$ cat src/rtl/cp_pkg.sv
package cp_pkg;

  localparam int CNT_W = 16;

  localparam logic [CNT_W-1:0] END_MARK = 16'hFFFF;
  localparam logic [CNT_W-1:0] PAD_HI   = 16'hFFFA;
  localparam logic [CNT_W-1:0] PAD_LO   = 16'hFFF5;

  typedef enum logic [1:0] {
    ST_COLLECT = 2'd0,
    ST_TERM    = 2'd1,
    ST_DRAIN   = 2'd2
  } cp_state_e;

  // polarity filler chosen from the last video level
  function automatic logic [CNT_W-1:0] pad_code(input logic lvl);
    return lvl ? PAD_HI : PAD_LO;
  endfunction

  // earlier half in the low bits, later half in the high bits
  function automatic logic [2*CNT_W-1:0] pack_pair(input logic [CNT_W-1:0] first,
                                                   input logic [CNT_W-1:0] second);
    return {second, first};
  endfunction

  // a request is due at half capacity, or while a closed frame remains
  function automatic logic req_due(input logic at_half, input logic draining,
                                   input logic has_data);
    return at_half | (draining & has_data);
  endfunction

endpackage

$ cat src/rtl/cp_half_packer.sv
module cp_half_packer
  import cp_pkg::*;
#(
  parameter int BURST = 8,
  localparam int PW = (BURST > 1) ? $clog2(BURST) : 1
) (
  input  logic               clk,
  input  logic               rst_n,
  input  logic               hw_valid,
  input  logic [CNT_W-1:0]   hw_data,
  output logic               half_pend,
  output logic               rec_last,
  output logic               word_push,
  output logic [2*CNT_W-1:0] word_data
);

  localparam logic [PW-1:0] LAST_POS = PW'(BURST - 1);

  logic [CNT_W-1:0] low_q;
  logic [PW-1:0]    wpos_q;

  always_ff @(posedge clk or negedge rst_n) begin
    if (!rst_n) begin
      low_q     <= '0;
      half_pend <= 1'b0;
      wpos_q    <= '0;
    end else if (hw_valid) begin
      if (!half_pend) begin
        low_q     <= hw_data;
        half_pend <= 1'b1;
      end else begin
        half_pend <= 1'b0;
        wpos_q    <= (wpos_q == LAST_POS) ? '0 : wpos_q + 1'b1;
      end
    end
  end

  assign rec_last  = (wpos_q == LAST_POS);
  assign word_push = hw_valid & half_pend;
  assign word_data = pack_pair(low_q, hw_data);

endmodule

$ cat src/rtl/cp_word_fifo.sv
module cp_word_fifo #(
  parameter int WIDTH = 32,
  parameter int DEPTH = 16,
  localparam int AW = (DEPTH > 1) ? $clog2(DEPTH) : 1,
  localparam int LW = $clog2(DEPTH + 1)
) (
  input  logic             clk,
  input  logic             rst_n,
  input  logic             push,
  input  logic [WIDTH-1:0] wdata,
  input  logic             pop,
  output logic [WIDTH-1:0] rdata,
  output logic [LW-1:0]    level,
  output logic             full,
  output logic             empty
);

  localparam logic [AW-1:0] LAST_IDX = AW'(DEPTH - 1);
  localparam logic [LW-1:0] DEPTH_L  = LW'(DEPTH);

  logic [WIDTH-1:0] mem [DEPTH];
  logic [AW-1:0]    wr_ptr, rd_ptr;
  logic             do_push, do_pop;

  assign full    = (level == DEPTH_L);
  assign empty   = (level == '0);
  assign do_push = push & ~full;
  assign do_pop  = pop & ~empty;
  assign rdata   = mem[rd_ptr];

  always_ff @(posedge clk) begin
    if (do_push) mem[wr_ptr] <= wdata;
  end

  always_ff @(posedge clk or negedge rst_n) begin
    if (!rst_n) begin
      wr_ptr <= '0;
      rd_ptr <= '0;
      level  <= '0;
    end else begin
      if (do_push) wr_ptr <= (wr_ptr == LAST_IDX) ? '0 : wr_ptr + 1'b1;
      if (do_pop)  rd_ptr <= (rd_ptr == LAST_IDX) ? '0 : rd_ptr + 1'b1;
      case ({do_push, do_pop})
        2'b10:   level <= level + 1'b1;
        2'b01:   level <= level - 1'b1;
        default: level <= level;
      endcase
    end
  end

endmodule

$ cat src/rtl/cp_frame_ctrl.sv
module cp_frame_ctrl
  import cp_pkg::*;
(
  input  logic             clk,
  input  logic             rst_n,
  input  logic             cnt_valid,
  input  logic [CNT_W-1:0] cnt_data,
  input  logic             eof_pulse,
  input  logic             eof_level,
  input  logic             buf_full,
  input  logic             buf_empty,
  input  logic             half_pend,
  input  logic             rec_last,
  output logic             cnt_ready,
  output logic             hw_valid,
  output logic [CNT_W-1:0] hw_data,
  output cp_state_e        state
);

  logic             mark_sent;
  logic [CNT_W-1:0] pad_q;
  logic             term_push;
  logic             rec_closes;

  // a half-word in termination completes the record when it fills the last word slot
  assign term_push  = (state == ST_TERM) & ~buf_full;
  assign rec_closes = term_push & half_pend & rec_last;

  always_comb begin
    cnt_ready = 1'b0;
    hw_valid  = 1'b0;
    hw_data   = cnt_data;
    case (state)
      ST_COLLECT: begin
        cnt_ready = ~buf_full & ~eof_pulse;
        hw_valid  = cnt_valid & cnt_ready;
      end
      ST_TERM: begin
        hw_valid = term_push;
        hw_data  = mark_sent ? pad_q : END_MARK;
      end
      default: ;
    endcase
  end

  always_ff @(posedge clk or negedge rst_n) begin
    if (!rst_n) begin
      state     <= ST_COLLECT;
      mark_sent <= 1'b0;
      pad_q     <= PAD_LO;
    end else begin
      case (state)
        ST_COLLECT: if (eof_pulse) begin
          state     <= ST_TERM;
          mark_sent <= 1'b0;
          pad_q     <= pad_code(eof_level);
        end
        ST_TERM: begin
          if (term_push)  mark_sent <= 1'b1;
          if (rec_closes) state     <= ST_DRAIN;
        end
        ST_DRAIN: if (buf_empty) state <= ST_COLLECT;
        default: state <= ST_COLLECT;
      endcase
    end
  end

endmodule

$ cat src/rtl/count_packer.sv
module count_packer
  import cp_pkg::*;
#(
  parameter int DEPTH = 16,
  parameter int BURST = 8,
  localparam int WORD_W = 2 * CNT_W,
  localparam int LW = $clog2(DEPTH + 1)
) (
  input  logic              clk,
  input  logic              rst_n,
  input  logic              cnt_valid,
  input  logic [15:0]       cnt_data,
  output logic              cnt_ready,
  input  logic              eof_pulse,
  input  logic              eof_level,
  output logic              dma_req,
  input  logic              rd_en,
  output logic [WORD_W-1:0] rd_data
);

  localparam logic [LW-1:0] BURST_L = LW'(BURST);

  logic              hw_valid;
  logic [CNT_W-1:0]  hw_data;
  logic              half_pend;
  logic              rec_last;
  logic              word_push;
  logic [WORD_W-1:0] word_data;
  logic [LW-1:0]     level;
  logic              buf_full, buf_empty;
  cp_state_e         state;

  cp_frame_ctrl u_ctrl (
    .clk       (clk),
    .rst_n     (rst_n),
    .cnt_valid (cnt_valid),
    .cnt_data  (cnt_data),
    .eof_pulse (eof_pulse),
    .eof_level (eof_level),
    .buf_full  (buf_full),
    .buf_empty (buf_empty),
    .half_pend (half_pend),
    .rec_last  (rec_last),
    .cnt_ready (cnt_ready),
    .hw_valid  (hw_valid),
    .hw_data   (hw_data),
    .state     (state)
  );

  cp_half_packer #(.BURST(BURST)) u_pack (
    .clk       (clk),
    .rst_n     (rst_n),
    .hw_valid  (hw_valid),
    .hw_data   (hw_data),
    .half_pend (half_pend),
    .rec_last  (rec_last),
    .word_push (word_push),
    .word_data (word_data)
  );

  cp_word_fifo #(.WIDTH(WORD_W), .DEPTH(DEPTH)) u_buf (
    .clk   (clk),
    .rst_n (rst_n),
    .push  (word_push),
    .wdata (word_data),
    .pop   (rd_en),
    .rdata (rd_data),
    .level (level),
    .full  (buf_full),
    .empty (buf_empty)
  );

  assign dma_req = req_due(level >= BURST_L, state == ST_DRAIN, ~buf_empty);

endmodule

$ cat config.mk
export PLATFORM = sky130hd
export DESIGN_NAME = count_packer
export DESIGN_NICKNAME = d
export VERILOG_FILES = /design/src/rtl/cp_pkg.sv /design/src/rtl/cp_half_packer.sv /design/src/rtl/cp_word_fifo.sv /design/src/rtl/cp_frame_ctrl.sv /design/src/rtl/count_packer.sv
export SDC_FILE = /design/constraint.sdc
export NUM_CORES = 1
export LEC_CHECK = 0
export BUFFER_PORTS_ARGS = -buffer_cell sky130_fd_sc_hd__buf_2
export CAP_MARGIN = 10
export CORE_MARGIN = 1.5
export CORE_UTILIZATION = 55
export CTS_CLUSTER_DIAMETER = 200
export DETAILED_ROUTE_END_ITERATION = 16
export PLACE_DENSITY = 0.72
export SKIP_CTS_REPAIR_TIMING = 1
export SLEW_MARGIN = 30
export SYNTH_ARGS = -nofsm -noshare
export SYNTH_HDL_FRONTEND = slang
export SYNTH_SLANG_ARGS = --single-unit
$ cat constraint.sdc
create_clock -name clk -period 5.9 [get_ports clk]
set_input_delay 1.18 -clock clk [delete_from_list [all_inputs] [get_ports clk]]
set_output_delay 1.18 -clock clk [all_outputs]
set_load 0.02 [all_outputs]
==> results.cfg <==
[outcome]
status = finished clean

[final_layout]
post-route-util = 0.6379
finalNetCount = 1116
syn_to_final_growth_pct = 13.61
antenna_cells = 0
drive_gt1_frac = 0.3091

[floorplanning]
core_region_area_sq_um = 37840
io_pins = 56
initial_core_util = 0.5615
die_w_microns = 199.6
die_area_sq_um = 39820
row_count = 71
die_y_microns = 199.6

[synthesis]
ys_seq_area_frac = 0.7684
ys_async_sr_fraction = 0.06909
synth_fp_nets = 1023
synthFlopType = edfxtp_1
synth_edf_count = 512
yosysWarnings = 0
ys_ff_latch = 550
netlist_instances = 990
synth_largest_area_cell = edfxtp_1
synthesis.area_sq_um = 21250
synth_top_area_frac = 0.7235
synth_cell_type_count = 46
syn-mean-instance-area_sq_um = 21.46
synth_area_leaders = edfxtp_1 72%, mux4_2 14%, dfrtp_1 4.4%, a22oi_1 2.3%, nand2_1 0.81%

[drt]
wirelength_microns = 45200
via_count = 10210
drt_iter0_drc = 998
firstDrtPassIters = 7
viasPerCell = 6.223
ant_nets = 0
drc = 0
post_drt_wl_per_cell_microns = 27.56

[placement]
port_buffers = 55
dp_hpwl_microns = 24430
routabilityCongestion = 0.7549

[sta]
finalCritPeriodShare = 0.7127
rsz0062_at_grt = no
skew_ns = 0.01622
period_needed_ns = 4.205
maxSlewViolCount = 0
max_freq_ghz = 0.2378
hold_violations = 0
relSlewSlack = 0.4472
fin_setup_tns_ns = 0
setup_violations = 0
worst_pin_slew_ns = 0.8292

[setup_path]
cpLargestDelayFamily = buffers and inverters
cp_num_buf_inv = 3
crit_chain = buf_12, buf_4, mux4_2, a22oi_1, nand2_1, buf_2
worst_path_max_delay_cell = dfrtp_4
critPathArrivalTime_ns = 3.03
cp-start-kind = flop
required_ns = 4.72
max_stage_delay_ns = 0.81
path_max_fanout = 34
crit_type = flop to output pin
critPathCaptureType = output pin

[pwr]
pwr-share-seq = 0.436
power_frac_comb = 0.294
switching_share = 0.3178
power_density_nw_per_um2 = 528.1
total_leakage_power_uw = 0.007709
power_uw = 12750
vdd_drop_max_mv = 0.3237
p_int_uw = 8697
clock_power_share = 0.270
switchingPower_uw = 4052

[min_path]
min_path_type = flop to flop

[clock_network]
cts_buffer_depth = 3
clock_latency_ns = 0.59
cts_buffers = 54
cts.sinks = 550
cts_tree = yes
path_clk_slew_ns = 0.06
htreeDepth = 2
cts_root_buf = clkbuf_16

[global_routing]
grt_max_degree = 67
grt_pass1_vias = 10400
overflow = 0
grt_use_total = 0.2381
grt_first_pass_wirelength_microns = 66450
antenna_found_initial = 0

[flow_run]
max-cap-violations = 0
worst paths after layout:
check	from	end	slack [ns]	cells after the start
worst max-delay path	u_buf.rd_ptr[2]	rd_data[23]	1.69	6
worst min-delay path	u_ctrl.pad_q[2]	u_ctrl.pad_q[2]	0.50	2
worst max register to register	u_buf.level[2]	u_buf.level[4]	2.37	11
worst min register to register	u_ctrl.pad_q[2]	u_ctrl.pad_q[2]	0.50	2
max in group asynchronous	rst_n	u_buf.rd_ptr[2]	4.89	1
min in group asynchronous	rst_n	u_pack.low_q[5]	0.57	1
power by group through the flow:
stage	registers [uW]	logic (uW)	clock network, uW
3_3_place_gp	5700	3620	0
4_1_cts	5660	3690	3500
6_report	5560	3750	3440
5_1_grt	5620	4040	3650
2_1_floorplan	5380	2750	0
3_5_place_dp	5740	3670	0
state kept, by name (all words and copies together) (netlist names):
register          count
u_ctrl.state          2
u_pack.wpos_q         3
u_buf.rd_ptr          4
u_pack.half_pend      1
u_buf.wr_ptr          4
u_ctrl.mark_sent      1
u_pack.low_q         16
u_buf.level           5
u_ctrl.pad_q          2
u_buf.mem           512
logic make-up (layout without fill, tap and decap cells):
group           Yosys count  after routing  synth area share
xor+xnor                  9              9          0.003709
buf+inv                  66            205           0.01337
mux                     151            151            0.1496
flops                   550            550            0.7684
fa+ha+maj                11             11          0.006477
compound gates           93             93           0.03168
simple gates            110            110           0.02679
cell usage after synthesis, drive strengths merged (2+ instances only):
cell and instances:
dfrtp 37, a21oi 4, nand2 46, and3 4, mux4 128, nor2 11, and2 3, nor4 5
inv 11, nand2b 15, edfxtp 512, buf 19, xor2 4, a22oi 64, nor2b 4, ha 11
nand3 4, nor3 11, clkbuf 36, mux2 23, nand4b 2, o22a 4, o21ai 13, xnor2 5
metal layers:
metal / wire length (microns) / vias to the layer above / share of wire / GRT usage
li1: - / 4313 / - / -
met3: 3146 / 79 / 0.070 / 0.04017
met4: 1120 / 0 / 0.025 / 0.06934
met5: 0 / - / 0 / 0
met2: 22180 / 418 / 0.49 / 0.3866
met1: 18750 / 5396 / 0.41 / 0.3371
cells in the final DEF, fill, tap and decap left out, types with 11 or more instances in the layout:
master,synthesis,layout
clkbuf_16,0,55
clkinv_1,0,14
dfrtp_1,37,35
inv_1,11,11
buf_4,1,34
nand2b_1,15,15
clkbuf_1,36,11
edfxtp_1,512,512
buf_2,14,54
a22oi_1,64,64
nand2_1,46,46
mux2_2,13,13
mux4_2,128,128
o21ai_0,11,11
ha_1,11,11
worst min-delay path, delay by kind of cell (launching register included):
kind            cells  cell delay (ns)
flops               1             0.38
simple gates        1             0.04
compound gates      1             0.07
cell type report:
| type | count | area, sq um |
|---|---|---|
| fillers | 2590 | 13700 |
| inverters | 11 | 41.29 |
| repair buffers | 92 | 605.6 |
| flip-flops and latches | 550 | 16330 |
| well taps | 511 | 639.4 |
| clock inverters | 36 | 369.1 |
| multi-input cells | 374 | 4733 |
| clock buffers | 66 | 1418 |
through the flow:
stage / setup WS, ns / area (sq um) / std cells / hold slack, ns
floorplan: 0.1444 / 21250 / 990 / 0.4654
global placement: 2.067 / 22310 / 1536 / 0.4767
detailed placement: 1.960 / 22310 / 1536 / 0.4911
CTS: 1.405 / 24100 / 1638 / 0.4997
global route: 1.528 / 24140 / 1640 / 0.5383
finish: 1.695 / 24140 / 1640 / 0.4974
No activity file was read; power rests on OpenSTA's default activity.
